[config.mk]
export PLATFORM = sky130hd
export DESIGN_NAME = cad_tester
export DESIGN_NICKNAME = d
export VERILOG_FILES = /design/src/rtl/cad_pkg.sv /design/src/rtl/cad_walker.sv /design/src/rtl/cad_check.sv /design/src/rtl/cad_tester.sv
export SDC_FILE = /design/constraint.sdc
export NUM_CORES = 1
export LEC_CHECK = 0
export BUFFER_PORTS_ARGS = -buffer_cell sky130_fd_sc_hd__buf_2
export CORE_UTILIZATION = 38
export DETAILED_ROUTE_END_ITERATION = 8
export HOLD_SLACK_MARGIN = 0.03
export SLEW_MARGIN = 20
export SYNTH_ARGS = -nofsm -noshare
export SYNTH_HDL_FRONTEND = slang
export SYNTH_HIERARCHICAL = 1
export SYNTH_SLANG_ARGS = --single-unit
[constraint.sdc]
create_clock -name clk -period 4.1 [get_ports clk]
set_input_delay 0.82 -clock clk [delete_from_list [all_inputs] [get_ports clk]]
set_output_delay 0.82 -clock clk [all_outputs]
set_load 0.02 [all_outputs]
[src/rtl/cad_pkg.sv]
package cad_pkg;

  typedef enum logic [1:0] {PH_FILL, PH_WALK, PH_SWEEP} phase_t;

  // One access of the per-address walk
  typedef struct packed {
    logic we;       // write when 1
    logic partner;  // use the inverted address
    logic inv;      // data is the inverse of the background
  } step_t;

  localparam int STEP_W = 3;

  function automatic step_t walk_step(input logic flap, input logic [STEP_W-1:0] idx);
    step_t s;
    s = '{we: 1'b0, partner: 1'b0, inv: 1'b0};
    if (!flap) begin
      case (idx)
        3'd1:    s = '{we: 1'b1, partner: 1'b0, inv: 1'b1};
        3'd2:    s = '{we: 1'b0, partner: 1'b0, inv: 1'b1};
        3'd3:    s = '{we: 1'b1, partner: 1'b0, inv: 1'b0};
        default: s = '{we: 1'b0, partner: 1'b0, inv: 1'b0};
      endcase
    end else begin
      case (idx)
        3'd1, 3'd3, 3'd5: s = '{we: 1'b0, partner: 1'b1, inv: 1'b0};
        3'd2:    s = '{we: 1'b1, partner: 1'b0, inv: 1'b1};
        3'd4:    s = '{we: 1'b0, partner: 1'b0, inv: 1'b1};
        3'd6:    s = '{we: 1'b1, partner: 1'b0, inv: 1'b0};
        default: s = '{we: 1'b0, partner: 1'b0, inv: 1'b0};
      endcase
    end
    return s;
  endfunction

  function automatic logic [STEP_W-1:0] last_step(input logic flap);
    return flap ? 3'd6 : 3'd3;
  endfunction

endpackage

[src/rtl/cad_walker.sv]
module cad_walker
  import cad_pkg::*;
#(
  parameter int AW = 6,
  parameter int DW = 16
) (
  input  logic          clk,
  input  logic          rst,
  input  logic          init,
  input  logic          adv,
  input  logic          flap,
  input  logic [DW-1:0] bg,
  output logic          op_we,
  output logic [AW-1:0] op_addr,
  output logic [DW-1:0] op_data,
  output logic          op_final
);

  localparam logic [AW-1:0] TOP_ADDR = '1;

  phase_t            phase;
  logic [STEP_W-1:0] step;
  logic [AW-1:0]     tgt;
  logic [AW-1:0]     ptr;
  step_t             st;

  always_comb begin
    st       = walk_step(flap, step);
    op_final = (phase == PH_SWEEP) && (tgt == TOP_ADDR);
    case (phase)
      PH_WALK: begin
        op_we   = st.we;
        op_addr = st.partner ? ptr : tgt;
        op_data = st.inv ? ~bg : bg;
      end
      PH_SWEEP: begin
        op_we   = 1'b0;
        op_addr = tgt;
        op_data = bg;
      end
      default: begin
        op_we   = 1'b1;
        op_addr = tgt;
        op_data = bg;
      end
    endcase
  end

  always_ff @(posedge clk) begin
    if (rst || init) begin
      phase <= PH_FILL;
      step  <= '0;
      tgt   <= '0;
      ptr   <= '1;
    end else if (adv) begin
      case (phase)
        PH_FILL: begin
          tgt <= tgt + 1'b1;
          if (tgt == TOP_ADDR) phase <= PH_WALK;
        end
        PH_WALK: begin
          if (step == last_step(flap)) begin
            step <= '0;
            tgt  <= tgt + 1'b1;
            ptr  <= ptr - 1'b1;
            if (tgt == TOP_ADDR) phase <= PH_SWEEP;
          end else begin
            step <= step + 1'b1;
          end
        end
        default: tgt <= tgt + 1'b1;
      endcase
    end
  end

endmodule

[src/rtl/cad_check.sv]
module cad_check #(
  parameter int AW = 6,
  parameter int DW = 16
) (
  input  logic          clk,
  input  logic          rst,
  input  logic          clr,
  input  logic          strobe,
  input  logic [AW-1:0] addr,
  input  logic [DW-1:0] exp_d,
  input  logic [DW-1:0] got_d,
  output logic          miss,
  output logic          err,
  output logic [AW-1:0] err_addr,
  output logic [DW-1:0] err_exp,
  output logic [DW-1:0] err_got
);

  assign miss = strobe && (got_d != exp_d);

  always_ff @(posedge clk) begin
    if (rst || clr) begin
      err      <= 1'b0;
      err_addr <= '0;
      err_exp  <= '0;
      err_got  <= '0;
    end else if (miss) begin
      err      <= 1'b1;
      err_addr <= addr;
      err_exp  <= exp_d;
      err_got  <= got_d;
    end
  end

endmodule

[src/rtl/cad_tester.sv]
module cad_tester #(
  parameter int AW     = 6,
  parameter int DW     = 16,
  parameter int RD_LAT = 2
) (
  input  logic          clk,
  input  logic          rst,
  input  logic          start,
  input  logic          mode,
  input  logic [DW-1:0] bg,
  output logic          mem_req,
  output logic          mem_we,
  output logic [AW-1:0] mem_addr,
  output logic [DW-1:0] mem_wdata,
  input  logic [DW-1:0] mem_rdata,
  output logic          done,
  output logic          err,
  output logic [AW-1:0] err_addr,
  output logic [DW-1:0] err_exp,
  output logic [DW-1:0] err_got
);

  localparam int CW = $clog2(RD_LAT + 1);
  localparam logic [CW-1:0] LAT = CW'(RD_LAT);

  typedef enum logic [1:0] {S_IDLE, S_SETUP, S_ISSUE, S_WAIT} state_t;

  state_t        state;
  logic [CW-1:0] cnt;
  logic [DW-1:0] bg_q;
  logic          flap_q;
  logic          launch;
  logic          at_sample;
  logic          adv;
  logic          miss;
  logic          op_we;
  logic          op_final;
  logic [AW-1:0] op_addr;
  logic [DW-1:0] op_data;

  assign launch    = (state == S_IDLE) && start;
  assign at_sample = (state == S_WAIT) && (cnt == LAT);
  assign adv       = at_sample && !miss;

  cad_walker #(.AW(AW), .DW(DW)) u_walker (
    .clk      (clk),
    .rst      (rst),
    .init     (launch),
    .adv      (adv),
    .flap     (flap_q),
    .bg       (bg_q),
    .op_we    (op_we),
    .op_addr  (op_addr),
    .op_data  (op_data),
    .op_final (op_final)
  );

  cad_check #(.AW(AW), .DW(DW)) u_check (
    .clk      (clk),
    .rst      (rst),
    .clr      (launch),
    .strobe   (at_sample && !op_we),
    .addr     (op_addr),
    .exp_d    (op_data),
    .got_d    (mem_rdata),
    .miss     (miss),
    .err      (err),
    .err_addr (err_addr),
    .err_exp  (err_exp),
    .err_got  (err_got)
  );

  always_ff @(posedge clk) begin
    if (rst) begin
      state     <= S_IDLE;
      cnt       <= '0;
      bg_q      <= '0;
      flap_q    <= 1'b0;
      mem_req   <= 1'b0;
      mem_we    <= 1'b0;
      mem_addr  <= '0;
      mem_wdata <= '0;
      done      <= 1'b0;
    end else begin
      done <= 1'b0;
      case (state)
        S_IDLE: begin
          if (start) begin
            bg_q   <= bg;
            flap_q <= mode;
            state  <= S_SETUP;
          end
        end
        S_SETUP: begin
          mem_req   <= 1'b1;
          mem_we    <= op_we;
          mem_addr  <= op_addr;
          mem_wdata <= op_data;
          state     <= S_ISSUE;
        end
        S_ISSUE: begin
          mem_req <= 1'b0;
          cnt     <= CW'(1);
          state   <= S_WAIT;
        end
        default: begin
          if (cnt == LAT) begin
            if (miss || op_final) begin
              done  <= 1'b1;
              state <= S_IDLE;
            end else begin
              state <= S_SETUP;
            end
          end else begin
            cnt <= cnt + 1'b1;
          end
        end
      endcase
    end
  end

endmodule

# Yosys cells after proc, flatten, opt, wreduce, memory -nomap -nowiden
# Cells that the tools add are included.
[classes]
bitwise = 3
n_addsub = 4
reduce_logical = 25
n_mux = 24
n_eq_ne = 20
[ops]
columns = ["op", "count"]
rows = [
  ["two-way mux 16 bit", 2],
  ["two-way mux 6 bit", 4],
  ["inequality test 16 bit", 1],
  ["inverter 16 bit", 1],
  ["two-way mux 2 bit", 6],
  ["case mux 3 bit (4 select lines)", 1],
  ["AND reduction 2 bit", 5],
  ["equality test 3 bit (second input constant)", 3],
  ["two-way mux 3 bit", 3],
  ["case mux 3 bit (3 select lines)", 1],
  ["equality test 2 bit (second input constant)", 4],
  ["inequality test 2 x 1 -> 1 bit (second input constant)", 4],
  ["case mux 2 bit (2 select lines)", 2],
  ["adder 6 x 1 -> 6 bit (second input constant)", 1],
  ["equality test 3 x 2 -> 1 bit (second input constant)", 2],
  ["equality test 6 bit (second input constant)", 1],
  ["logical AND 1 bit", 6],
  ["case mux 2 bit (3 select lines)", 1],
  ["subtractor 6 x 1 -> 6 bit (second input constant)", 1],
  ["AND reduction 5 bit", 1],
  ["OR reduction 5 bit", 1],
  ["equality test 2 x 1 -> 1 bit (second input constant)", 2],
  ["zero test 2 bit", 2],
  ["case mux 1 bit (2 select lines)", 2],
  ["14 further kinds", 19],
]
[totals]
input_bits = 36
word_cells = 93
regBits = 102
output_inout_bits = 64

# Depth between registers and ports, before layout
# Gate-level depths: netlist of the first run.
[depth]
ltp_word = 12
depth_mapped = 18
ltp_nobuf = 14

# Cells and area by module
# The synthesis of the first run kept the hierarchy.
[modules_own_cells]
columns = ["module", "seq_area_each_um2", "cells_per_inst", "area_per_inst_um2", "instances"]
rows = [
  ["cad_check", 780.7, 189, 1755.4, 1],
  ["cad_tester", 920.9, 190, 1752.9, 1],
  ["cad_walker", 340.3, 142, 1211.2, 1],
]

# Worst setup path before layout of the first run
# OpenSTA, ideal clock, no wires.
[synth_timing]
kind = "register to register"
from = "register u_walker.step[1]"
to = "register u_walker.tgt[5]"
n_path_buf = 4
setup_ps = 71
path_stages_with_launch = 18
period_less_slack_ps = 3952
required_ps = 4029
slack_ps = 148
arrival_time_ps = 3881
path_cell_list = "dfxtp_1 > inv_1 > ha_1 > and3_1 > o21ai_2 > buf_2 > xnor2_1 > xnor2_1 > nand4_1 > o41a_1 > buf_6 > buf_12 > nor2_1 > inv_1 > a31o_1 > buf_6 > or4_1 > a21oi_1"
[synth_between]
elab_chain_cells = 11
word_cells_on_any_way = 22
cone_classes = "eq/ne: 9; mux: 6; reduce/logical: 7"
[synth_lines]
columns = ["item", "line_no", "source"]
rows = [
  ["from (decl)", "cad_walker.sv:22", "logic [STEP_W-1:0] step;"],
  ["from (signal assigned)", "cad_walker.sv:68", "step <= step + 1'b1;"],
  ["equality test 3 x 1 -> 1 bit, or another cell as far along", "cad_pkg.sv:18, cad_pkg.sv:25", ""],
  ["OR reduction 3 bit", "cad_pkg.sv:25", "case (idx)"],
  ["case mux 3 bit (4 select lines)", "cad_pkg.sv:25", ""],
  ["two-way mux 3 bit *", "cad_pkg.sv:17", "if (!flap) begin"],
  ["two-way mux 16 bit *", "cad_walker.sv:34", "op_data = st.inv ? ~bg : bg;"],
  ["two-way mux 16 bit *", "cad_walker.sv:30", "case (phase)"],
  ["via op_data[5]", "cad_tester.sv:39", "logic [DW-1:0] op_data;"],
  ["inequality test 16 bit *", "cad_check.sv:19", "assign miss = strobe && (got_d != exp_d);"],
  ["logical AND 1 bit *", "cad_check.sv:19", ""],
  ["via miss", "cad_tester.sv:35", "logic miss;"],
  ["zero test 1 bit *", "cad_tester.sv:43", "assign adv = at_sample && !miss;"],
  ["logical AND 1 bit *", "cad_tester.sv:43", ""],
  ["via adv", "cad_tester.sv:34", "logic adv;"],
  ["AND reduction 2 bit (no source line) *", "n/a", ""],
  ["to (signal assigned)", "cad_walker.sv:58", "tgt <= tgt + 1'b1;"],
  ["to (signal assigned)", "cad_walker.sv:64", "tgt <= tgt + 1'b1;"],
  ["to (signal assigned)", "cad_walker.sv:71", "default: tgt <= tgt + 1'b1;"],
  ["to (decl)", "cad_walker.sv:23", "logic [AW-1:0] tgt;"],
]
# Mark *: on every way through the listed nets, which the timed path passes. The rest lies on a longest branch.
# A chain may end at the register's enable or synchronous reset.

# Worst setup path after layout of the first run
[layout_timing]
from = "register u_walker.step[1]"
to = "register state[0]"
[layout_between]
elab_chain_cells = 12
word_cells_on_any_way = 21
cone_classes = "eq/ne: 7; mux: 9; reduce/logical: 5"
[layout_lines]
columns = ["item", "line_no", "source"]
rows = [
  ["equality test 3 x 1 -> 1 bit, or another cell as far along", "cad_pkg.sv:18, cad_pkg.sv:25", ""],
  ["OR reduction 3 bit", "cad_pkg.sv:25", ""],
  ["case mux 3 bit (4 select lines)", "cad_pkg.sv:25", ""],
  ["two-way mux 3 bit *", "cad_pkg.sv:17", ""],
  ["two-way mux 16 bit *", "cad_walker.sv:34", ""],
  ["two-way mux 16 bit *", "cad_walker.sv:30", ""],
  ["via op_data[10]", "cad_tester.sv:39", ""],
  ["inequality test 16 bit *", "cad_check.sv:19", ""],
  ["logical AND 1 bit *", "cad_check.sv:19", ""],
  ["via miss", "cad_tester.sv:35", ""],
  ["logical OR 1 bit *", "cad_tester.sv:108", "if (miss || op_final) begin"],
  ["two-way mux 1 bit *", "cad_tester.sv:108", ""],
  ["two-way mux 2 bit *", "cad_tester.sv:107", "if (cnt == LAT) begin"],
  ["case mux 2 bit (3 select lines) *", "cad_tester.sv:86", "case (state)"],
  ["to (signal assigned)", "cad_tester.sv:91", "state <= S_SETUP;"],
  ["to (signal assigned)", "cad_tester.sv:110", "state <= S_IDLE;"],
  ["to (signal assigned)", "cad_tester.sv:112", "state <= S_SETUP;"],
  ["to (decl)", "cad_tester.sv:28", "state_t state;"],
]
# Mark *: on every way through the listed nets, which the timed path passes. The rest lies on a longest branch. The select of a mux whose other input is x is not followed.

==> results of run 1 <==
[registers in the layout, indices dropped and copies added (netlist names), 3 cells and up]
signal            flops
u_walker/tgt          6
mem_addr              6
mem_wdata            16
u_walker/step         3
u_check/err_exp      16
u_check/err_got      16
u_walker/ptr          6
bg_q                 16
u_check/err_addr      6
[what timing repair did]
| item | 4_1_cts | 5_1_grt |
|---|---|---|
| resized for setup | 0 | 6 |
| hold endpoints to repair | 0 | 0 |
| setup endpoints to repair | 0 | 10 |
[cells in the mapped netlist, drive strengths merged, types with 3 or more instances]
library cell,number,share of area
or4,5,0.0087
inv,11,0.0087
buf,15,0.033
xor2,3,0.0056
nand2,124,0.099
nor3,5,0.0053
nand4,5,0.0066
nor2b,4,0.0053
o21a,3,0.0048
nand2b,4,0.0053
nand3,4,0.0042
a211oi,4,0.0064
o211ai,4,0.0064
mux2i,61,0.13
dfxtp,102,0.43
xnor2,34,0.063
clkbuf,14,0.011
ha,14,0.037
a21oi,28,0.030
o21ai,8,0.0093
nor2,36,0.029
a31oi,3,0.0040
mux2,6,0.014
[report_power, final]
part | internal, mW | leakage (nW) | switching [mW] | total (mW)
logic | 0.227 | 1.27 | 0.357 | 0.584
registers | 1.06 | 0.826 | 0.0541 | 1.11
clock network | 0.588 | 0.161 | 0.366 | 0.954
[worst max-delay path, stage by stage, from the launching register on]
cell	delay (ns)
dfxtp_1	0.51
inv_1	0.11
ha_1	0.21
and3_1	0.19
o21ai_2	0.12
buf_4	0.29
xnor2_1	0.25
xnor2_1	0.18
nand4_1	0.13
o41a_2	0.53
buf_4	0.35
o21a_1	0.26
or4_1	0.47
a21oi_1	0.16
[layer usage]
metal	track usage	vias to the layer above
met4	0.0596	0
met2	0.276	95
met1	0.272	1811
li1	-	1931
met5	0	-
met3	0.0361	14
[final cells by class]
type                    instances  area (um2)  share of cell area
multi-input cells             378        2470               0.436
flip-flops and latches        102        2040               0.361
repair buffers                107         568               0.100
clock buffers                   9         225              0.0398
well taps                     168         210              0.0371
clock inverters                 5         100              0.0177
inverters                      12        45.0             0.00796
[cell families (layout without fill, tap and decap cells)]
logic type | after synthesis | count (layout) | share of synthesized area
adders and majority gates | 14 | 14 | 0.0371
AOI/OAI and AO/OA | 59 | 59 | 0.0774
muxes | 67 | 67 | 0.144
DFF | 102 | 102 | 0.433
buffers and inverters | 41 | 133 | 0.0533
xor gates and xnor gates | 37 | 37 | 0.0687
and+or+nand+nor | 201 | 201 | 0.187
[cells in the final DEF (no fill, tap or decap), types with 6 or more instances in the layout]
cell type / instances
a21oi_1: 27
buf_2: 99
buf_4: 7
clkbuf_16: 9
dfxtp_1: 102
ha_1: 14
inv_1: 11
mux2_2: 6
mux2i_1: 61
nand2_1: 124
nor2_1: 34
o21ai_0: 7
xnor2_1: 32
[worst paths after layout]
path                                                 startpoint  cells past startpoint                               to
worst max-delay path              u_walker/step[1]$_SDFFE_PP0P_                     13            state[0]$_SDFFE_PP0P_
worst min-delay path            u_check/err_got[1]$_SDFFE_PP0P_                      2  u_check/err_got[1]$_SDFFE_PP0P_
worst max register to register    u_walker/step[1]$_SDFFE_PP0P_                     13            state[0]$_SDFFE_PP0P_
worst min register to register  u_check/err_got[1]$_SDFFE_PP0P_                      2  u_check/err_got[1]$_SDFFE_PP0P_
==> results.py, run 1 <==
metrics = {
    "sta": {
        "skew_ns": 0.00576,
        "rsz0062_at_grt": "false",
        "finalMaxSlewViolations": 0,
        "layout_setup_ws_ns": 0.264,
        "period_needed_ns": 3.84,
        "hold_viol_final": 0,
        "max_freq_mhz": 261,
        "slew_headroom": 0.360,
        "setup-violations-final": 0,
        "min_period_over_period": 0.936,
        "timing.hold.ws_ns": 0.453,
        "worst_slew_pin_slew_ns": 0.960,
        "setup-tns-final_ns": 0,
    },
    "clock_network": {
        "path_clk_slew_ns": 0.07,
        "htree_num_levels": 3,
        "clock-root-buffer": "clkbuf_16",
        "numClockSinks": 102,
        "clk_latency_ns": 0.35,
        "hold_buffers": 0,
        "clockBufferDepth": 2,
        "cts_buffers": 9,
        "post-cts-setup-buffer-count": 0,
        "cts_tree": "done",
    },
    "setup_path": {
        "r2r_setup_slack_ns": 0.26,
        "worstPathArrival_ns": 4.11,
        "critPathKind": "flop to flop",
        "start_kind": "flop",
        "critPathMaxFanout": 41,
        "crit_required_ns": 4.37,
        "end_kind": "flop",
    },
    "floorplanning": {
        "start_util": 0.391,
        "io_pins": 100,
        "die_area_mm2": 0.0129,
        "die_w_um": 113,
        "core_mm2": 0.0121,
        "chipHeight_um": 113,
        "rows": 40,
    },
    "drt": {
        "wire_per_inst_um": 15.1,
        "highest_layer": "met4",
        "wl_met3_um": 582,
        "first_iter_violations": 220,
        "wirelength_mm": 11.8,
        "vias_per_cell": 4.93,
        "vias": 3851,
        "drc": 0,
        "antenna_left": 0,
        "dr.pass1.iters": 5,
        "dr_wl_met2_mm": 5.18,
        "m1WireLength_mm": 5.85,
    },
    "layout": {
        "insertedDiodeCount": 0,
        "layoutNonFillerInstCount": 781,
        "final_nets": 660,
        "fin_area_mm2": 0.00566,
        "fin_util": 0.469,
        "syn2layout_area_growth_pct": 19.9,
        "n_fill_cell": 1165,
        "drive_gt1_frac": 0.227,
    },
    "placed_design": {
        "gp_congestion": 0.820,
        "post_dp_cell_area_mm2": 0.00530,
        "place_inst": 767,
        "pre_cts_slack_ns": 0.0786,
        "place.port_buffers": 99,
        "hpwl_mm": 8.67,
    },
    "global_route": {
        "antenna_found_initial": 0,
        "grt_pass1_wl_mm": 18.5,
        "grt_start_max_net_pins": 50,
        "grt_usage": 0.187,
        "overflow": 0,
        "grt_pass1_vias": 3556,
    },
    "synthesis": {
        "ys_ff_latch": 102,
        "synth-edff-count": 0,
        "yosys_most_used_dff": "dfxtp_1",
        "yosysWarnings": 6,
        "synthCells": 521,
        "synth_area_mm2": 0.00472,
        "async_reset_ff_frac": 0,
        "seq_area_frac_synth": 0.433,
        "ys_types": 49,
        "syn-num-nets": 571,
        "synth.avg_cell_area_um2": 9.06,
    },
    "outcome": {
        "status": "complete, no violations",
    },
    "power_and_ir_drop": {
        "power.density_mw_per_mm2": 468,
        "leakage_nw": 2.25,
        "p_total_mw": 2.65,
        "ir_drop_v": 0.000220,
    },
    "flow_run": {
        "maxCapViolCount": 0,
    },
    "min_path": {
        "hp-class": "flop to flop",
    },
}
Note: power is estimated with default switching activity, not from simulation.
==> run 2: changes to the inputs <==
Settings changed: RECOVER_POWER set to 100.
==> run 2 against run 1 <==
First-iteration DRC count is 9.5% higher. Clock-buffer cell count did not move. Largest power group unchanged. Sequential share of layout area grew 0.59 points. Highest routed layer unchanged. Combinational power shrank 3%.
==> results.py, run 2 (synthesis results as in run 1) <==
metrics = {
    "drt": {
        "drc": 0,
        "wire_per_inst_um": 15.1,
        "antenna_left": 0,
        "vias_per_cell": 4.89,
        "first_iter_violations": 241,
        "dr.pass1.iters": 4,
        "wirelength_mm": 11.8,
        "vias": 3820,
    },
    "global_route": {
        "antenna_found_initial": 0,
        "grt_pass1_wl_mm": 18.5,
        "grt_pass1_vias": 3556,
        "grt_usage": 0.187,
        "grt_start_max_net_pins": 50,
        "overflow": 0,
    },
    "clock_network": {
        "clock-root-buffer": "clkbuf_16",
        "cts_buffers": 9,
        "clk_latency_ns": 0.35,
        "path_clk_slew_ns": 0.07,
        "clockBufferDepth": 2,
        "hold_buffers": 0,
        "cts_tree": "done",
        "htree_num_levels": 3,
        "numClockSinks": 102,
        "post-cts-setup-buffer-count": 0,
    },
    "placed_design": {
        "gp_congestion": 0.820,
        "pre_cts_slack_ns": 0.0786,
        "hpwl_mm": 8.67,
        "place.port_buffers": 99,
        "place_inst": 767,
    },
    "layout": {
        "layoutNonFillerInstCount": 781,
        "insertedDiodeCount": 0,
        "syn2layout_area_growth_pct": 18.0,
        "drive_gt1_frac": 0.108,
        "final_common_cell": "nand2_1",
        "final_cell_mix": "nand2_1 (124), dfxtp_1 (102), clkbuf_1 (66)",
        "final_nets": 660,
    },
    "floorplanning": {
        "die_area_mm2": 0.0129,
        "core_mm2": 0.0121,
        "io_pins": 100,
        "chipHeight_um": 113,
        "start_util": 0.391,
        "rows": 40,
        "die_w_um": 113,
    },
    "sta": {
        "finalMaxSlewViolations": 0,
        "skew_ns": 0.00561,
        "setup-tns-final_ns": 0,
        "max_freq_mhz": 260,
        "rsz0062_at_grt": "false",
        "setup-violations-final": 0,
        "min_period_over_period": 0.939,
        "layout_setup_ws_ns": 0.252,
        "slew_headroom": 0.363,
        "period_needed_ns": 3.85,
        "hold_viol_final": 0,
        "worst_slew_pin_slew_ns": 0.956,
    },
    "setup_path": {
        "crit_required_ns": 4.37,
        "end_kind": "flop",
        "r2r_setup_slack_ns": 0.25,
        "r2r-start": "u_walker/step[0]$_SDFFE_PP0P_",
        "critPathKind": "flop to flop",
        "crit_path_top_delay_cell": "o41a_2",
        "r2r-end": "state[0]$_SDFFE_PP0P_",
        "critPathMaxFanout": 41,
        "max_stage_delay_ns": 0.53,
        "worstPathArrival_ns": 4.12,
        "start_kind": "flop",
        "path_cells": "inv_1 -> ha_1 -> and3_1 -> o21ai_2 -> buf_4 -> xnor2_1 -> xnor2_1 -> nand4_1 -> o41a_2 -> buf_4 -> o21a_1 -> or4_1 -> a21oi_1",
        "r2r_cells": 13,
    },
    "power_and_ir_drop": {
        "power.density_mw_per_mm2": 472,
        "ir_drop_v": 0.000206,
        "leakage_nw": 1.97,
    },
    "outcome": {
        "status": "complete, no violations",
    },
    "min_path": {
        "holdPathStages": 2,
        "hp-class": "flop to flop",
        "min_from": "u_check/err_got[15]$_SDFFE_PP0P_",
        "holdPathEnd": "u_check/err_got[15]$_SDFFE_PP0P_",
    },
    "flow_run": {
        "maxCapViolCount": 0,
    },
}
## run 2: cell count changes in the layout (fill, tap and decap cells not counted), sizes merged
cell    before  now
clkbuf       9   76
buf        107   40
## run 2: per-layer routing
layer  routed length (um)  track usage  part of all wire  up-vias
li1                     -            -                 -     1927
met1                 5970        0.272              0.51     1799
met2                 5210        0.276              0.44       83
met3                  438       0.0361             0.037       11
met4                  171       0.0596             0.015        0
met5                    0            0                 0        -
## run 2: how the worst max path moves through the flow
stage | start | endpoint
floorplan | u_walker/step[1]$_SDFFE_PP0P_ | u_walker/tgt[5]$_SDFFE_PP0P_
finish | u_walker/step[0]$_SDFFE_PP0P_ | state[0]$_SDFFE_PP0P_
global route | u_walker/step[1]$_SDFFE_PP0P_ | state[0]$_SDFFE_PP0P_
CTS | u_walker/step[1]$_SDFFE_PP0P_ | u_walker/ptr[4]$_SDFFE_PP1P_
global placement | u_walker/step[0]$_SDFFE_PP0P_ | u_walker/ptr[4]$_SDFFE_PP1P_
detailed placement | u_walker/step[1]$_SDFFE_PP0P_ | u_walker/ptr[4]$_SDFFE_PP1P_
## run 2: metrics by stage
stage / power, mW / util / area, um2 / hold WS (ns)
2_1_floorplan: 1.55 / - / 4720 / 0.437
3_5_place_dp: 1.71 / 0.439 / 5300 / 0.444
5_1_grt: 2.75 / 0.462 / 5570 / 0.479
6_report: 2.63 / 0.462 / 5570 / 0.455
3_3_place_gp: 1.70 / 0.439 / 5300 / 0.439
4_1_cts: 2.67 / 0.466 / 5630 / 0.455
## run 2: worst max-delay path: cells and delay by family (launching register included)
kind | cells | cell delay [ns]
buffers and inverters | 3 | 0.78
adder cells (fa/ha/maj) | 1 | 0.23
AND/OR/NAND/NOR | 3 | 0.79
AO/OA/AOI/OAI | 4 | 1.07
XOR/XNOR | 2 | 0.43
flip-flops | 1 | 0.48
## run 2: timing repair
item,in CTS,in global routing
endpoints found under the hold margin,0,0
setup endpoints to repair,0,10
gates resized for setup,0,6
## run 2: area by class of cell
type / count / area [um2]
Sequential cell: 102 / 2040
Clock buffer: 9 / 225
Fill cell: 1199 / 6490
Inverter: 12 / 45.0
Timing Repair Buffer: 107 / 480
Tap cell: 168 / 210
Clock inverter: 5 / 100
Multi-Input combinational cell: 378 / 2470
## run 2: power breakdown
| group | total [mW] | internal, mW | switching [mW] |
|---|---|---|---|
| registers | 1.11 | 1.06 | 0.0544 |
| clock network | 0.952 | 0.588 | 0.364 |
| logic | 0.567 | 0.212 | 0.355 |
==> run 3: changes to the inputs <==
Settings changed: CORE_ASPECT_RATIO set to 0.5.
==> run 3 against run 2 <==
The flow now finishes with violations (max-capacitance violations, max-slew violations). Worst hold slack improved by 0.0021 ns. Sequential power about the same. Sequential share of layout area increased by 0.21 points. Setup slack improved by 0.0040 ns. Power decreased by 0.25%. Register-to-register slack about the same. Flip-flop and latch count unchanged. Clock power about the same. Final cell count decreased by 0.13%. Routed wire length decreased by 3.3%. First-iteration DRC count decreased by 34%. Largest power group unchanged. Highest routed layer unchanged.
==> results.py, run 3 (synthesis results as in run 1) <==
metrics = {
    "outcome": {
        "status": "finished, violations left",
        "violations": "max-capacitance violations, max-slew violations",
    },
    "layout": {
        "layoutNonFillerInstCount": 780,
        "final_cell_mix": "nand2_1 (124), dfxtp_1 (102), clkbuf_1 (67)",
        "final_common_cell": "nand2_1",
        "fin_util": 0.464,
        "fin_area_mm2": 0.00554,
        "insertedDiodeCount": 0,
        "final_nets": 660,
        "syn2layout_area_growth_pct": 17.3,
        "drive_gt1_frac": 0.114,
    },
    "floorplanning": {
        "start_util": 0.395,
        "rows": 28,
        "chipHeight_um": 80.8,
        "die_w_um": 160,
        "io_pins": 100,
        "die_area_mm2": 0.0129,
        "core_mm2": 0.0119,
    },
    "sta": {
        "slew_headroom": -0.556,
        "setup-tns-final_ns": 0,
        "period_needed_ns": 3.84,
        "setup-violations-final": 0,
        "layout_setup_ws_ns": 0.256,
        "hold_viol_final": 0,
        "rsz0062_at_grt": "false",
        "timing.hold.ws_ns": 0.458,
        "max_freq_mhz": 260,
        "min_period_over_period": 0.938,
        "skew_ns": 0.00841,
        "finalMaxSlewViolations": 50,
        "worst_slew_pin_slew_ns": 2.33,
    },
    "clock_network": {
        "cts_tree": "done",
        "clock-root-buffer": "clkbuf_16",
        "numClockSinks": 102,
        "clockBufferDepth": 2,
        "clk_latency_ns": 0.34,
        "cts_buffers": 9,
        "htree_num_levels": 3,
        "cts_resized": 0,
        "path_clk_slew_ns": 0.07,
        "post-cts-setup-buffer-count": 0,
        "hold_buffers": 0,
    },
    "placed_design": {
        "place.port_buffers": 99,
        "post_dp_cell_area_mm2": 0.00530,
        "pre_cts_slack_ns": 0.240,
        "hpwl_mm": 8.29,
        "gp_congestion": 0.828,
        "place_inst": 764,
    },
    "drt": {
        "wirelength_mm": 11.4,
        "vias": 3744,
        "vias_per_cell": 4.80,
        "wire_per_inst_um": 14.6,
        "dr.pass1.iters": 4,
        "antenna_left": 0,
        "first_iter_violations": 160,
        "drc": 0,
    },
    "setup_path": {
        "crit_required_ns": 4.34,
        "critPathMaxFanout": 41,
        "worstPathArrival_ns": 4.08,
        "r2r-end": "state[0]$_SDFFE_PP0P_",
        "r2r_setup_slack_ns": 0.26,
        "r2r_cells": 13,
        "startpoint": "u_walker/step[1]$_SDFFE_PP0P_",
        "cp-endpoint": "state[0]$_SDFFE_PP0P_",
        "end_kind": "flop",
        "r2r-start": "u_walker/step[1]$_SDFFE_PP0P_",
        "critPathKind": "flop to flop",
        "start_kind": "flop",
    },
    "power_and_ir_drop": {
        "leakage_nw": 1.95,
        "p_total_mw": 2.62,
        "power.density_mw_per_mm2": 473,
        "ir_drop_v": 0.000216,
    },
    "global_route": {
        "grt_pass1_vias": 3496,
        "antenna_found_initial": 0,
        "overflow": 0,
        "grt_usage": 0.178,
        "grt_start_max_net_pins": 50,
        "grt_pass1_wl_mm": 18.1,
    },
    "min_path": {
        "hp-class": "flop to flop",
        "holdPathStages": 2,
    },
    "flow_run": {
        "maxCapViolCount": 1,
    },
}
run 3: changes by cell type in the layout (fill, tap and decap cells not counted), sizes merged:
cell / previous run / this run
buf: 40 / 39
inv: 11 / 12
bufinv: 3 / 2
clkinv: 3 / 2
clkbuf: 76 / 80
run 3: layer usage:
layer	vias to the layer above	part of all wire	global-route usage
met5	-	0	0
met4	0	0.0075	0.0346
met3	11	0.034	0.0393
met2	52	0.47	0.302
met1	1752	0.49	0.234
li1	1929	-	-
run 3: critical path, cell delays in order, from the launching register on:
cell	delay [ns]
dfxtp_1	0.52
inv_1	0.13
ha_1	0.21
and3_1	0.19
o21ai_2	0.18
buf_12	0.19
xnor2_1	0.20
xnor2_1	0.21
nand4_1	0.14
o41a_2	0.52
buf_4	0.35
o21a_1	0.26
or4_1	0.47
a21oi_1	0.16
run 3: layout make-up:
cell class	instances	area, um2
clock buffers	12	256
clock inverters	4	77.6
fillers	1172	6410
inverters	12	45.0
multi-input cells	378	2430
flip-flops and latches	102	2040
well taps	165	206
repair buffers	107	478
run 3: how the worst min path moves through the flow:
stage | slack (ns) | to | start
after global routing | 0.47 | u_check/err_exp[1]$_SDFFE_PP0P_ | u_check/err_exp[1]$_SDFFE_PP0P_
after global placement | 0.44 | u_check/err_got[11]$_SDFFE_PP0P_ | u_check/err_got[11]$_SDFFE_PP0P_
final | 0.46 | u_check/err_got[6]$_SDFFE_PP0P_ | u_check/err_got[6]$_SDFFE_PP0P_
after CTS | 0.46 | u_check/err_exp[10]$_SDFFE_PP0P_ | u_check/err_exp[10]$_SDFFE_PP0P_
after detailed placement | 0.44 | u_check/err_got[6]$_SDFFE_PP0P_ | u_check/err_got[6]$_SDFFE_PP0P_
after floorplan | 0.44 | flap_q$_SDFFE_PP0P_ | flap_q$_SDFFE_PP0P_
run 3: power breakdown:
| part | internal, mW | switching [mW] | total (mW) |
|---|---|---|---|
| registers | 1.06 | 0.0525 | 1.11 |
| logic | 0.211 | 0.355 | 0.566 |
| clock network | 0.572 | 0.376 | 0.949 |
| total | 1.84 | 0.784 | 2.62 |
